--- config.mk ---
export PLATFORM = sky130hd
export DESIGN_NAME = tds_sequencer
export DESIGN_NICKNAME = d
export VERILOG_FILES = /design/src/rtl/tds_pkg.sv /design/src/rtl/tds_sync.sv /design/src/rtl/tds_coarse_ctr.sv /design/src/rtl/tds_window.sv /design/src/rtl/tds_sequencer.sv
export SDC_FILE = /design/constraint.sdc
export NUM_CORES = 1
export LEC_CHECK = 0
export BUFFER_PORTS_ARGS = -buffer_cell sky130_fd_sc_hd__buf_4
export CORE_MARGIN = 5
export CORE_UTILIZATION = 25
export DETAILED_ROUTE_END_ITERATION = 7
export GPL_TIMING_DRIVEN = 1
export PLACE_DENSITY = 0.43
export SLEW_MARGIN = 5
export SYNTH_ARGS = -nofsm -noshare
export SYNTH_HDL_FRONTEND = slang
export SYNTH_SLANG_ARGS = --single-unit
--- constraint.sdc ---
create_clock -name clk -period 2.8 [get_ports clk]
set_input_delay 0.56 -clock clk [delete_from_list [all_inputs] [get_ports clk]]
set_output_delay 0.56 -clock clk [all_outputs]
set_load 0.005 [all_outputs]
--- src/rtl/tds_pkg.sv ---
package tds_pkg;
   typedef enum logic [1:0] {
      ST_IDLE   = 2'd0,
      ST_DELAY  = 2'd1,
      ST_SAMPLE = 2'd2,
      ST_POST   = 2'd3
   } tds_state_e;
endpackage

--- src/rtl/tds_sync.sv ---
module tds_sync #(
   parameter int STAGES = 2,
   parameter int WIDTH  = 2
) (
   input  logic             clk,
   input  logic             rst_n,
   input  logic [WIDTH-1:0] din,
   output logic [WIDTH-1:0] rise
);
   if (STAGES < 2) begin : g_bad_stages
      $error("tds_sync: STAGES must be at least 2");
   end

   for (genvar b = 0; b < WIDTH; b++) begin : g_bit
      logic [STAGES-1:0] chain;
      logic              prev;
      always_ff @(posedge clk) begin
         if (!rst_n) begin
            chain <= '0;
            prev  <= 1'b0;
         end else begin
            chain <= {chain[STAGES-2:0], din[b]};
            prev  <= chain[STAGES-1];
         end
      end
      assign rise[b] = chain[STAGES-1] & ~prev;
   end
endmodule

--- src/rtl/tds_coarse_ctr.sv ---
module tds_coarse_ctr #(
   parameter int W = 20
) (
   input  logic         clk,
   input  logic         rst_n,
   input  logic         load,
   input  logic [W-1:0] load_val,
   input  logic         en,
   output logic         carry
);
   if (W < 2) begin : g_bad_w
      $error("tds_coarse_ctr: W must be at least 2");
   end

   logic [W-1:0] cnt;

   always_ff @(posedge clk) begin
      if (!rst_n)    cnt <= '1;
      else if (load) cnt <= load_val;
      else if (en)   cnt <= cnt + 1'b1;
   end

   assign carry = en & (&cnt);
endmodule

--- src/rtl/tds_window.sv ---
module tds_window #(
   parameter int LEN = 510
) (
   input  logic clk,
   input  logic rst_n,
   input  logic en,
   output logic last
);
   localparam int CW = (LEN > 1) ? $clog2(LEN) : 1;

   if (LEN < 2) begin : g_bad_len
      $error("tds_window: LEN must be at least 2");
   end

   logic [CW-1:0] cnt;

   always_ff @(posedge clk) begin
      if (!rst_n || !en) cnt <= '0;
      else               cnt <= cnt + 1'b1;
   end

   assign last = en && (cnt == CW'(LEN - 1));
endmodule

--- src/rtl/tds_sequencer.sv ---
module tds_sequencer
   import tds_pkg::*;
#(
   parameter int CNT_W       = 20,
   parameter int SAMPLE_LEN  = 510,
   parameter int POST_LEN    = 4,
   parameter int POST_LOAD   = 2,
   parameter int SYNC_STAGES = 2
) (
   input  logic             clk,
   input  logic             rst_n,
   input  logic             trig_in,
   input  logic             rearm_in,
   input  logic [CNT_W-1:0] delay_val,
   input  logic             cw_mode,
   output logic             ready_o,
   output logic             trig_o,
   output logic             sample_o,
   output logic             post_o,
   output logic             load_o
);
   localparam int PW = $clog2(POST_LEN + 1);

   if (POST_LOAD < 1 || POST_LOAD + 2 > POST_LEN) begin : g_bad_post
      $error("tds_sequencer: need 1 <= POST_LOAD <= POST_LEN - 2");
   end

   logic [1:0]  rise_v;
   logic        trig_edge, rearm_edge;
   logic        start, carry, win_last;
   tds_state_e  state;
   logic        ready_q, trig_q, samp_q, post_q;
   logic [PW-1:0] post_cnt;

   tds_sync #(.STAGES(SYNC_STAGES), .WIDTH(2)) u_sync (
      .clk(clk), .rst_n(rst_n), .din({rearm_in, trig_in}), .rise(rise_v)
   );
   assign trig_edge  = rise_v[0];
   assign rearm_edge = rise_v[1];

   assign start = (state == ST_IDLE) && ready_q && (trig_edge || (cw_mode && trig_q));

   tds_coarse_ctr #(.W(CNT_W)) u_ctr (
      .clk(clk), .rst_n(rst_n), .load(load_o | start), .load_val(delay_val),
      .en(state == ST_DELAY), .carry(carry)
   );

   tds_window #(.LEN(SAMPLE_LEN)) u_win (
      .clk(clk), .rst_n(rst_n), .en(state == ST_SAMPLE), .last(win_last)
   );

   always_ff @(posedge clk) begin
      if (!rst_n) begin
         state    <= ST_IDLE;
         ready_q  <= 1'b1;
         trig_q   <= 1'b0;
         samp_q   <= 1'b0;
         post_q   <= 1'b0;
         post_cnt <= '0;
      end else begin
         if (rearm_edge && state != ST_POST) ready_q <= 1'b1;
         case (state)
            ST_IDLE: begin
               if (start) begin
                  state  <= ST_DELAY;
                  trig_q <= 1'b1;
               end
            end
            ST_DELAY: begin
               if (carry) begin
                  state  <= ST_SAMPLE;
                  samp_q <= 1'b1;
               end
            end
            ST_SAMPLE: begin
               if (win_last) begin
                  state    <= ST_POST;
                  samp_q   <= 1'b0;
                  post_q   <= 1'b1;
                  ready_q  <= 1'b0;
                  post_cnt <= '0;
                  if (!cw_mode) trig_q <= 1'b0;
               end
            end
            default: begin
               post_cnt <= post_cnt + 1'b1;
               if (post_cnt == PW'(POST_LEN - 1)) begin
                  state   <= ST_IDLE;
                  post_q  <= 1'b0;
                  ready_q <= cw_mode;
               end
            end
         endcase
      end
   end

   assign ready_o  = ready_q;
   assign trig_o   = trig_q;
   assign sample_o = samp_q;
   assign post_o   = post_q;
   assign load_o   = post_q && (post_cnt < PW'(POST_LOAD));
endmodule

==> run_results.csv <==
group,metric,value,unit
grt,grt_pass1_wl,8520,µm
cts,post_cts_buffers,0,
cells_and_area,antenna-diode-count,0,
floorplan,dieArea,0.0107,mm²
hold_path,hp-class,"reg2reg",
yosys,synth.top_cell.area_share,40.3,%
worst_setup_path,worstSetupEndpointType,"flop",
sta,rsz0062_at_grt,"false",
yosys,synth.largest_area_cell,"dfxtp_1",
floorplan,num_io_pins,30,
cells_and_area,fin_nets,310,
route,vias_per_cell,4.64,
cts,clk_pin_slew,90,ps
hold_path,whs_path_depth,1,
worst_setup_path,criticalPathCategory,"reg2reg",
sta,worst_slew_pin_slew,664,ps
cts,clk_latency,300,ps
cts,htree_levels,2,
sta,period_minus_slack,2230,ps
yosys,synth_seq_cells,44,
cts,cts_resized,0,
route,num_vias,1788,
yosys,synth.distinct_cells,46,
job,drv_cap,0,
sta,setup_ws,575,ps
cts,cts.path.max_buffers,2,
grt,grt_antenna_before_repair,0,
placement,pre_cts_slack,565,ps
yosys,synth_area_leaders,"dfxtp_1, ha_1, nand2_1",
yosys,yosys_warnings,0,
cells_and_area,finalNonFillerCells,385,
yosys,synth_fp_nets,285,
yosys,synthTopCellsByCount,"dfxtp_1, nand2_1, nor2_1",
cells_and_area,fin_area,0.00259,mm²
placement,globalplace.congestion,0.685,
cts,hold_buffers,0,
yosys,synthArstFlopShare,0,%
yosys,syn_area,0.00219,mm²
sta,skew,9.64,ps
yosys,synth_edf_count,0,
floorplan,die_h,104,µm
worst_setup_path,crit_fanout,8,
yosys,syn-instance-count,251,
floorplan,start_util,25.3,%
placement,portBuffers,29,
placement,placedInstanceArea,0.00250,mm²
floorplan,num_rows,34,
cts,root_buffer,"clkbuf_8",
worst_setup_path,reg2reg_depth,6,
sta,whs,441,ps
route,ant_nets,0,
grt,grt_max_degree,45,
power_and_ir_drop,leakage,1.02,nW
grt,grt_usage,9.52,%
grt,grt_overflow_total,0,
worst_setup_path,worstPathArrival,2430,ps
sta,setup_tns,0,ps
cells_and_area,drive_above_1_share,15.5,%
floorplan,die_w,104,µm
yosys,yosysSeqAreaShare,40.3,%
route,drt-pass1-iter-count,4,
sta,finalSetupViolations,0,
placement,dp_hpwl,3530,µm
sta,finalHoldViolCount,0,
yosys,yosysMostFrequentCell,"dfxtp_1",
yosys,synth.avg_cell_area,8.72,µm²
yosys,synthFlopType,"dfxtp_1",
placement,dp_cells,377,
route,drtIter0Drc,74,
worst_setup_path,crit_required,3000,ps
route,wl_per_cell,13.0,µm
power_and_ir_drop,ir_worst_vdd,0.248,mV
worst_setup_path,start_kind,"flop",
power_and_ir_drop,power.density,868,mW/mm²
sta,max_slew_margin,55.6,%
status,status,"completed",
power_and_ir_drop,power,2.25,mW
sta,fmax,0.449,GHz
sta,finalMaxSlewViolations,0,
floorplan,core_area,0.00864,mm²
cts,clock-sinks,44,
cts,cts_tree,"yes",
route,drc,0,
sta,timing.final.crit_share,79.5,%
route,routed_wl,5010,µm
grt,grt_pass1_vias,1775,
cts,cts_buffers,5,
cells_and_area,syn2layout_area_growth,18.4,%
cells_and_area,postLayoutCoreUtil,30.0,%
per-layer routing:
layer,share of wire (%),global-route usage [%],up-vias
met4,1.3,3.09,0
met5,0,0,-
li1,-,-,939
met1,48,12.0,820
met3,3.9,2.61,7
met2,47,15.6,22
sequential cells by signal (all words and copies together) (netlist names):
| register | cells |
|---|---|
| state | 2 |
| post_o | 1 |
| u_ctr.cnt | 20 |
| ready_o | 1 |
| u_sync.g_bit.chain | 4 |
| sample_o | 1 |
| u_win.cnt | 9 |
| trig_o | 1 |
| u_sync.g_bit.prev | 2 |
| post_cnt | 3 |
final cells by class:
| type | count | area, µm² |
|---|---|---|
| clock inverter | 2 | 10.0 |
| multi-input combinational | 184 | 1220 |
| fill | 940 | 6050 |
| clock buffer | 6 | 82.6 |
| sequential | 44 | 881 |
| timing repair buffer | 29 | 218 |
| tap | 108 | 135 |
| inverter | 12 | 45.0 |
cell usage in the layout (no fill, tap or decap), drive strengths merged, types with 9 or more instances in the layout:
cell type,n
xnor2,11
nand3,9
and2,9
nand2,30
nor2,20
inv,12
ha,9
dfxtp,44
buf,29
o211ai,12
critical path, cell delays in order (launching register included):
cell,delay (ps)
dfxtp_1,350
inv_1,80
ha_1,370
and4_1,350
nand3_1,220
or3_1,430
o311a_1,330
path summary, 6_finish.rpt:
path / slack (ps) / from / to
min: 440 / u_sync.g_bit[0].chain[0]$_SDFF_PN0_ / u_sync.g_bit[0].chain[1]$_SDFF_PN0_
min reg2reg: 440 / u_sync.g_bit[0].chain[0]$_SDFF_PN0_ / u_sync.g_bit[0].chain[1]$_SDFF_PN0_
max: 570 / state[1]$_SDFFE_PN0P_ / u_ctr.cnt[19]$_SDFFE_PN1P_
max reg2reg: 570 / state[1]$_SDFFE_PN0P_ / u_ctr.cnt[19]$_SDFFE_PN1P_
logic make-up (layout without fill, tap and decap cells):
| kind of cell | count (synthesis) | count (layout) | synth area share [%] |
|---|---|---|---|
| buffers and inverters | 23 | 49 | 4.06 |
| adder cells (fa/ha/maj) | 9 | 9 | 5.15 |
| AO/OA/AOI/OAI | 48 | 48 | 16.6 |
| multiplexers | 2 | 2 | 0.972 |
| flip-flops | 44 | 44 | 40.3 |
| XOR/XNOR | 18 | 18 | 7.20 |
| AND/OR/NAND/NOR | 107 | 107 | 25.7 |
power by group:
part | switching (mW) | internal, mW | total [mW]
registers | 0.137 | 0.765 | 0.902
clock network | 0.225 | 0.197 | 0.422
logic | 0.521 | 0.403 | 0.924
(Power assumes the default switching activity.)
